<file path="config.mk">
export PLATFORM = sky130hd
export DESIGN_NAME = adpcm_stream_accel
export DESIGN_NICKNAME = d
export VERILOG_FILES = /design/src/rtl/acc_pkg.sv /design/src/rtl/acc_coef_bank.sv /design/src/rtl/acc_addr_unit.sv /design/src/rtl/acc_sample_decode.sv /design/src/rtl/adpcm_stream_accel.sv
export SDC_FILE = /design/constraint.sdc
export NUM_CORES = 2
export LEC_CHECK = 0
export ABC_AREA = 1
export BUFFER_PORTS_ARGS = -buffer_cell sky130_fd_sc_hd__buf_4
export CORE_ASPECT_RATIO = 1.2
export CORE_MARGIN = 3
export CORE_UTILIZATION = 40
export CTS_BUF_LIST = sky130_fd_sc_hd__clkbuf_16
export CTS_CLUSTER_SIZE = 25
export DETAILED_ROUTE_END_ITERATION = 8
export GPL_TIMING_DRIVEN = 0
export SETUP_SLACK_MARGIN = 0.15
export SYNTH_ARGS = -nofsm -noshare
export SYNTH_HDL_FRONTEND = slang
export SYNTH_SLANG_ARGS = --single-unit
</file>
<file path="constraint.sdc">
create_clock -name clk -period 11.9 [get_ports clk]
set_input_delay 2.38 -clock clk [delete_from_list [all_inputs] [get_ports clk]]
set_output_delay 2.38 -clock clk [all_outputs]
set_load 0.02 [all_outputs]
</file>
<file path="src/rtl/acc_pkg.sv">
package acc_pkg;
    localparam int DW         = 16;
    localparam int AW         = 32;
    localparam int REG_AW     = 5;
    localparam int COEF_PAIRS = 8;
    localparam int COEF_CNT   = 2 * COEF_PAIRS;
    localparam int COEF_IW    = $clog2(COEF_CNT);
    localparam int PRED_W     = $clog2(COEF_PAIRS);
    localparam int SCALE_W    = 4;
    localparam int PS_W       = PRED_W + SCALE_W;
    localparam int FRAC       = 11;
    localparam int ACC_W      = 48;

    localparam logic [REG_AW-1:0] OFS_FMT      = 5'h10;
    localparam logic [REG_AW-1:0] OFS_PS       = 5'h11;
    localparam logic [REG_AW-1:0] OFS_START_HI = 5'h12;
    localparam logic [REG_AW-1:0] OFS_CUR_LO   = 5'h17;
    localparam logic [REG_AW-1:0] OFS_HIST1    = 5'h18;
    localparam logic [REG_AW-1:0] OFS_HIST2    = 5'h19;
    localparam logic [REG_AW-1:0] OFS_SAMPLE   = 5'h1A;
    localparam logic [REG_AW-1:0] OFS_RAW      = 5'h1B;

    localparam logic [DW-1:0] FMT_ADPCM4 = 16'h0000;
    localparam logic [DW-1:0] FMT_PCM8   = 16'h0019;
    localparam logic [DW-1:0] FMT_PCM16  = 16'h000A;
    localparam logic [DW-1:0] FMT_RAW8   = 16'h0005;
    localparam logic [DW-1:0] FMT_RAW16  = 16'h0006;

    typedef enum logic [1:0] {S_IDLE, S_ISSUE, S_RESOLVE} fsm_state_t;
    typedef enum logic [1:0] {K_REG, K_SAMPLE, K_STOPPED, K_RAWWORD} req_kind_t;
    typedef enum logic [1:0] {U_NIBBLE, U_BYTE, U_WORD} addr_unit_t;

    function automatic addr_unit_t fmt_unit(input logic [DW-1:0] fmt);
        if (fmt == FMT_ADPCM4)                      return U_NIBBLE;
        else if (fmt == FMT_PCM8 || fmt == FMT_RAW8) return U_BYTE;
        else                                         return U_WORD;
    endfunction

    function automatic logic [AW-1:0] word_index(input logic [DW-1:0] fmt,
                                                 input logic [AW-1:0] cur);
        unique case (fmt_unit(fmt))
            U_NIBBLE: return cur >> 2;
            U_BYTE:   return cur >> 1;
            default:  return cur;
        endcase
    endfunction
endpackage

</file>
<file path="src/rtl/acc_coef_bank.sv">
module acc_coef_bank
    import acc_pkg::*;
#(
    parameter int PAIRS = COEF_PAIRS,
    parameter int W     = DW,
    localparam int CNT  = 2 * PAIRS,
    localparam int IW   = $clog2(CNT),
    localparam int SW   = $clog2(PAIRS)
) (
    input  logic          clk,
    input  logic          rst_n,
    input  logic          wr_en,
    input  logic [IW-1:0] wr_idx,
    input  logic [W-1:0]  wr_data,
    input  logic [SW-1:0] pair_sel,
    input  logic [IW-1:0] rd_idx,
    output logic [W-1:0]  a1,
    output logic [W-1:0]  a2,
    output logic [W-1:0]  rd_data
);
    logic [W-1:0] coef_flat [CNT];

    for (genvar i = 0; i < CNT; i++) begin : g_coef
        logic [W-1:0] q;
        always_ff @(posedge clk or negedge rst_n) begin
            if (!rst_n)
                q <= '0;
            else if (wr_en && wr_idx == IW'(i))
                q <= wr_data;
        end
        assign coef_flat[i] = q;
    end

    assign a1      = coef_flat[{pair_sel, 1'b0}];
    assign a2      = coef_flat[{pair_sel, 1'b1}];
    assign rd_data = coef_flat[rd_idx];
endmodule

</file>
<file path="src/rtl/acc_addr_unit.sv">
module acc_addr_unit
    import acc_pkg::*;
#(
    parameter int A = AW,
    parameter int W = DW
) (
    input  logic         clk,
    input  logic         rst_n,
    input  logic         wr_en,
    input  logic [2:0]   wr_field,
    input  logic [W-1:0] wr_data,
    input  logic         advance,
    output logic [A-1:0] start_addr,
    output logic [A-1:0] end_addr,
    output logic [A-1:0] cur_addr,
    output logic         wrap_irq
);
    localparam int NREG = 3;

    logic [A-1:0] regs_q [NREG];
    logic [A:0]   bumped;
    logic         passes_end;
    logic [1:0]   sel_reg;

    assign start_addr = regs_q[0];
    assign end_addr   = regs_q[1];
    assign cur_addr   = regs_q[2];

    assign bumped     = {1'b0, regs_q[2]} + {{A{1'b0}}, 1'b1};
    assign passes_end = bumped > {1'b0, regs_q[1]};
    assign sel_reg    = wr_field[2:1];

    always_ff @(posedge clk or negedge rst_n) begin
        if (!rst_n) begin
            for (int r = 0; r < NREG; r++) regs_q[r] <= '0;
            wrap_irq <= 1'b0;
        end else begin
            wrap_irq <= 1'b0;
            if (wr_en) begin
                for (int r = 0; r < NREG; r++) begin
                    if (sel_reg == 2'(r)) begin
                        if (wr_field[0]) regs_q[r][W-1:0] <= wr_data;
                        else             regs_q[r][A-1:W] <= wr_data;
                    end
                end
            end else if (advance) begin
                if (passes_end) begin
                    regs_q[2] <= regs_q[0];
                    wrap_irq  <= 1'b1;
                end else begin
                    regs_q[2] <= bumped[A-1:0];
                end
            end
        end
    end
endmodule

</file>
<file path="src/rtl/acc_sample_decode.sv">
module acc_sample_decode
    import acc_pkg::*;
(
    input  logic [DW-1:0]      fmt,
    input  logic [1:0]         sub,
    input  logic [DW-1:0]      word,
    input  logic [DW-1:0]      a1,
    input  logic [DW-1:0]      a2,
    input  logic [DW-1:0]      h1,
    input  logic [DW-1:0]      h2,
    input  logic [SCALE_W-1:0] scale,
    output logic [DW-1:0]      sample
);
    logic [3:0]               nib;
    logic [7:0]               byte_sel;
    logic [5:0]               shamt;
    logic signed [2*DW-1:0]   m1, m2;
    logic signed [ACC_W-1:0]  base, acc, shr;
    logic [DW-1:0]            adpcm_val;

    always_comb begin
        unique case (sub)
            2'd0:    nib = word[15:12];
            2'd1:    nib = word[11:8];
            2'd2:    nib = word[7:4];
            default: nib = word[3:0];
        endcase
        byte_sel = sub[0] ? word[7:0] : word[15:8];
    end

    assign shamt = {2'b00, scale} + 6'(FRAC);
    assign m1    = $signed(a1) * $signed(h1);
    assign m2    = $signed(a2) * $signed(h2);

    always_comb begin
        base = $signed({{(ACC_W-4){nib[3]}}, nib}) <<< shamt;
        acc  = base
             + $signed({{(ACC_W-2*DW){m1[2*DW-1]}}, m1})
             + $signed({{(ACC_W-2*DW){m2[2*DW-1]}}, m2})
             + 48'sd1024;
        shr  = acc >>> FRAC;
        if (shr > 48'sd32767)
            adpcm_val = 16'h7FFF;
        else if (shr < -48'sd32768)
            adpcm_val = 16'h8000;
        else
            adpcm_val = shr[DW-1:0];
    end

    always_comb begin
        if (fmt == FMT_ADPCM4)     sample = adpcm_val;
        else if (fmt == FMT_PCM8)  sample = {byte_sel, 8'h00};
        else if (fmt == FMT_RAW8)  sample = {8'h00, byte_sel};
        else                       sample = word;
    end
endmodule

</file>
<file path="src/rtl/adpcm_stream_accel.sv">
module adpcm_stream_accel
    import acc_pkg::*;
(
    input  logic              clk,
    input  logic              rst_n,
    input  logic              bus_rd,
    input  logic              bus_wr,
    input  logic [REG_AW-1:0] bus_addr,
    input  logic [DW-1:0]     bus_wdata,
    output logic [DW-1:0]     bus_rdata,
    output logic              bus_rvalid,
    output logic              mem_rd_en,
    output logic              mem_wr_en,
    output logic [AW-1:0]     mem_addr,
    output logic [DW-1:0]     mem_wdata,
    input  logic [DW-1:0]     mem_rdata,
    output logic              loop_irq
);
    fsm_state_t        state_q, state_nx;
    req_kind_t         kind_q;
    logic [DW-1:0]     reg_hold_q, reg_mux;
    logic [DW-1:0]     fmt_q;
    logic [PS_W-1:0]   ps_q;
    logic [DW-1:0]     hist1_q, hist2_q;
    logic              running_q;

    logic              wr_ok, rd_ok, is_coef, is_addr, advance, resolve_sample;
    logic [2:0]        addr_field;
    logic [AW-1:0]     start_addr, end_addr, cur_addr;
    logic [DW-1:0]     coef_a1, coef_a2, coef_rd, dec_sample;

    assign wr_ok      = bus_wr && state_q == S_IDLE;
    assign rd_ok      = bus_rd && state_q == S_IDLE;
    assign is_coef    = bus_addr < REG_AW'(COEF_CNT);
    assign is_addr    = bus_addr >= OFS_START_HI && bus_addr <= OFS_CUR_LO;
    assign addr_field = 3'(bus_addr - OFS_START_HI);
    assign resolve_sample = state_q == S_RESOLVE && kind_q == K_SAMPLE;
    assign advance    = resolve_sample
                     || (state_q == S_RESOLVE && kind_q == K_RAWWORD)
                     || (wr_ok && bus_addr == OFS_RAW);

    acc_addr_unit u_addr (
        .clk        (clk),
        .rst_n      (rst_n),
        .wr_en      (wr_ok && is_addr),
        .wr_field   (addr_field),
        .wr_data    (bus_wdata),
        .advance    (advance),
        .start_addr (start_addr),
        .end_addr   (end_addr),
        .cur_addr   (cur_addr),
        .wrap_irq   (loop_irq)
    );

    acc_coef_bank u_coef (
        .clk      (clk),
        .rst_n    (rst_n),
        .wr_en    (wr_ok && is_coef),
        .wr_idx   (COEF_IW'(bus_addr)),
        .wr_data  (bus_wdata),
        .pair_sel (ps_q[PS_W-1:SCALE_W]),
        .rd_idx   (COEF_IW'(bus_addr)),
        .a1       (coef_a1),
        .a2       (coef_a2),
        .rd_data  (coef_rd)
    );

    acc_sample_decode u_dec (
        .fmt    (fmt_q),
        .sub    (cur_addr[1:0]),
        .word   (mem_rdata),
        .a1     (coef_a1),
        .a2     (coef_a2),
        .h1     (hist1_q),
        .h2     (hist2_q),
        .scale  (ps_q[SCALE_W-1:0]),
        .sample (dec_sample)
    );

    // Register read mux, captured at request time
    always_comb begin
        reg_mux = '0;
        if (is_coef) begin
            reg_mux = coef_rd;
        end else begin
            unique case (bus_addr)
                OFS_FMT:      reg_mux = fmt_q;
                OFS_PS:       reg_mux = DW'(ps_q);
                5'h12:        reg_mux = start_addr[AW-1:DW];
                5'h13:        reg_mux = start_addr[DW-1:0];
                5'h14:        reg_mux = end_addr[AW-1:DW];
                5'h15:        reg_mux = end_addr[DW-1:0];
                5'h16:        reg_mux = cur_addr[AW-1:DW];
                OFS_CUR_LO:   reg_mux = cur_addr[DW-1:0];
                OFS_HIST1:    reg_mux = hist1_q;
                OFS_HIST2:    reg_mux = hist2_q;
                default:      reg_mux = '0;
            endcase
        end
    end

    // State register
    always_ff @(posedge clk or negedge rst_n) begin
        if (!rst_n) state_q <= S_IDLE;
        else        state_q <= state_nx;
    end

    always_comb begin
        state_nx = state_q;
        unique case (state_q)
            S_IDLE:    if (bus_rd) state_nx = S_ISSUE;
            S_ISSUE:   state_nx = S_RESOLVE;
            S_RESOLVE: state_nx = S_IDLE;
            default:   state_nx = S_IDLE;
        endcase
    end

    // Request capture
    always_ff @(posedge clk or negedge rst_n) begin
        if (!rst_n) begin
            kind_q     <= K_REG;
            reg_hold_q <= '0;
        end else if (rd_ok) begin
            reg_hold_q <= reg_mux;
            if (bus_addr == OFS_SAMPLE)
                kind_q <= running_q ? K_SAMPLE : K_STOPPED;
            else if (bus_addr == OFS_RAW)
                kind_q <= K_RAWWORD;
            else
                kind_q <= K_REG;
        end
    end

    // Outputs
    always_ff @(posedge clk or negedge rst_n) begin
        if (!rst_n) begin
            bus_rvalid <= 1'b0;
            bus_rdata  <= '0;
        end else begin
            bus_rvalid <= state_q == S_RESOLVE;
            if (state_q == S_RESOLVE) begin
                unique case (kind_q)
                    K_SAMPLE:  bus_rdata <= dec_sample;
                    K_RAWWORD: bus_rdata <= mem_rdata;
                    K_REG:     bus_rdata <= reg_hold_q;
                    default:   bus_rdata <= '0;
                endcase
            end
        end
    end

    // Configuration, history and run flag
    always_ff @(posedge clk or negedge rst_n) begin
        if (!rst_n) begin
            fmt_q     <= '0;
            ps_q      <= '0;
            hist1_q   <= '0;
            hist2_q   <= '0;
            running_q <= 1'b0;
        end else if (resolve_sample) begin
            hist2_q <= hist1_q;
            hist1_q <= dec_sample;
        end else if (wr_ok) begin
            unique case (bus_addr)
                OFS_FMT:   fmt_q   <= bus_wdata;
                OFS_PS:    ps_q    <= bus_wdata[PS_W-1:0];
                OFS_HIST1: hist1_q <= bus_wdata;
                OFS_HIST2: begin
                    hist2_q   <= bus_wdata;
                    running_q <= 1'b1;
                end
                default: ;
            endcase
        end
    end

    assign mem_rd_en = state_q == S_ISSUE && (kind_q == K_SAMPLE || kind_q == K_RAWWORD);
    assign mem_wr_en = wr_ok && bus_addr == OFS_RAW;
    assign mem_wdata = bus_wdata;
    assign mem_addr  = (state_q == S_ISSUE && kind_q == K_SAMPLE)
                     ? word_index(fmt_q, cur_addr) : cur_addr;
endmodule

</file>
==> results.ini <==
[sta]
final_max_slew_viol_count=28
period_needed_ps=11300
fin_worst_skew_ps=19.85
fmax_mhz=88.50
hold_viol=0
hold_slack_ps=481.8
rsz0062_at_grt=no
max_slew_margin_pct=-8.796
tightest_slew_ps=1632
tns_ps=0
min_period_over_period_pct=94.96
setup_viol=0

[synth]
synth_warnings=0
seq_area_frac_synth_pct=22.95
yosysUniqueCellTypes=60
yosys.area.top_type=fa_1
synth_most_common_cell=nand2_1
avgSynthCellArea_sq_um=7.885
synth_cells=6168
synth_enable_flop_cells=0
synth_top_cell_area_share_pct=28.11
synthTopCellsByCount=nand2_1 (1,243), inv_1 (1,213), fa_1 (683)
ys_ff_latch=446
ys_async_sr_fraction_pct=100.0
syn-cell-area_sq_mm=0.04863
synthTopCellsByArea=fa_1 (28%), dfrtp_1 (23%), nand2_1 (9.6%), inv_1 (9.4%), o21ai_0 (5.9%)
synth_flop_cell=dfrtp_1

[min_path]
hold_class=flop to flop

[clock_network]
cts_sinks=446
clkLatencyLatePin_ps=640
cts_inserted_buffers=47
cts_root_buf=clkbuf_16
ctsLongestPathBuffers=3
path_clk_slew_ps=70
cts_tree=built
htree_levels=2

[place]
place_congestion=1.115
io_buffers=102
placedCellCount=7897
hpwl_um=190000

[die]
die_w_um=324.3
rows=139
io_pins=109
die_area_sq_mm=0.1258
die_h_um=388.0
core-area_sq_mm=0.1202
start_util_pct=40.47

[worst_setup_path]
startpoint_type=flop
cp_num_buf_inv=10
crit_slowest_cell=nand2_1
worst_path_largest_cell_delay_ps=690
crit_fanout=10
cp.arrival_ps=11780
critPathKind=flop to flop
crit_path_frequent_cell=nand2_1
required_ps=12380
critPathCaptureType=flop
critical-path-top-delay-family=adder cells

[finish]
final_nets=7242
drive_gt1_share_pct=4.990
fin_cells=8002
syn_to_final_growth_pct=9.436
post-route-util_pct=44.29
regArea_sq_mm=0.01116
nFillCells=12430
multi_input_area_sq_mm=0.03152

[global_route]
grt_overflow=0
antenna_found_initial=14
grt_max_degree=114
grtUsageTotal_pct=36.11
grt_pass1_vias=45920
grt_pass1_wl_um=327800

[detailed_routing]
firstDrtPassIters=8
drt_iter0_markers=5395
ant_nets=0
drt-total-wl_um=230600
drc=0
vias=45570
viasPerCell=5.694
wl_per_cell_um=28.82

[status]
violations=max-capacitance violations, max-slew violations
status=finished, violations left

[run]
maxCapViolCount=4

cells in the final DEF (no fill, tap or decap), types with 9 or more instances in the layout:
master,count
a2111oi_0,11
a21oi_1,275
a22oi_1,64
a31oi_1,42
buf_1,19
buf_4,134
clkbuf_1,248
clkbuf_16,48
clkbuf_2,9
clkinv_1,35
dfrtp_1,446
fa_1,682
ha_1,175
inv_1,1219
inv_2,21
nand2_1,1243
nand2_2,14
nand3_1,144
nand4_1,38
nor2_1,505
nor2_2,11
nor3_1,32
nor4_1,12
o211ai_1,57
o21ai_0,569
o21ai_1,20
o221ai_1,56
o22ai_1,84
xor2_1,33
routing by layer:
metal / up-vias / routed length (um) / track usage (%) / part of all wire [%]
met5: - / 24 / 0 / 0.010
met4: 4 / 20710 / 25.96 / 9.0
met3: 683 / 18580 / 5.398 / 8.1
met2: 2461 / 104400 / 57.81 / 45
met1: 22880 / 86860 / 44.66 / 38
li1: 19540 / - / - / -
registers in the layout, summed over array words and instances, names as in the netlist:
signal,count
bus_rdata,16
bus_rvalid,1
fmt_q,16
hist1_q,16
hist2_q,16
kind_q,2
ps_q,7
reg_hold_q,16
running_q,1
state_q,2
u_addr.cur_addr,32
u_addr.end_addr,32
u_addr.start_addr,32
u_addr.wrap_irq,1
u_coef.g_coef.q,256
worst register-to-register path, delay by kind of cell (launching register included):
| family | cells | cell delay (ps) |
|---|---|---|
| simple gates | 16 | 2600 |
| flops | 1 | 360 |
| fa+ha+maj | 9 | 4440 |
| compound gates | 6 | 1140 |
| buf+inv | 10 | 2350 |
| xor+xnor | 1 | 250 |
area by class of cell:
class | count | area share (%)
well taps | 1621 | 3.811
multi-input cells | 4154 | 59.23
plain buffers | 309 | 2.424
flip-flops and latches | 446 | 20.97
diodes | 8 | 0.03761
clock buffers | 48 | 2.257
clock inverters | 38 | 0.5383
repair buffers | 117 | 1.815
inverters | 1261 | 8.921
final timing paths:
| check | from | endpoint | slack (ps) | depth (start not counted) |
|---|---|---|---|---|
| max in group asynchronous | rst_n | u_coef.g_coef[2].q[11]$_DFFE_PN0P_ | 8280 | 4 |
| max | ps_q[4]$_DFFE_PN0P_ | hist1_q[11]$_DFFE_PN0P_ | 600 | 42 |
| min | bus_rdata[9]$_DFFE_PN0P_ | bus_rdata[9]$_DFFE_PN0P_ | 480 | 2 |
| min reg2reg | bus_rdata[9]$_DFFE_PN0P_ | bus_rdata[9]$_DFFE_PN0P_ | 480 | 2 |
| max reg2reg | ps_q[4]$_DFFE_PN0P_ | hist1_q[11]$_DFFE_PN0P_ | 600 | 42 |
| min in group asynchronous | rst_n | u_addr.cur_addr[26]$_DFFE_PN0P_ | 1750 | 1 |
metrics by stage:
step | cell area [sq um] | setup slack, ps
after floorplan | 48640 | 1853
after global placement | 51440 | -1232
after detailed placement | 51570 | -624.1
after CTS | 53070 | 242.3
final | 53220 | 600.2
after global routing | 53210 | 173.0
kinds of logic after synthesis:
kind of cell	after synthesis	synth area share [%]
fa+ha+maj	865	32.80
compound gates	1209	14.09
flops	446	22.95
buf+inv	1570	12.38
simple gates	2035	17.03
other cells	2	0.01544
xor+xnor	41	0.7384
repair_timing:
action | 4_1_cts | 5_1_grt
gates resized for setup | 2 | 35
endpoints found under the hold margin | 0 | 0
hold buffers | 0 | 0
setup endpoints to repair | 15 | 30
setup buffers | 0 | 11
pin swaps | 0 | 2
Power is not shown: default switching activity piles up to over one toggle a cycle in this logic, so the estimate is an artifact.
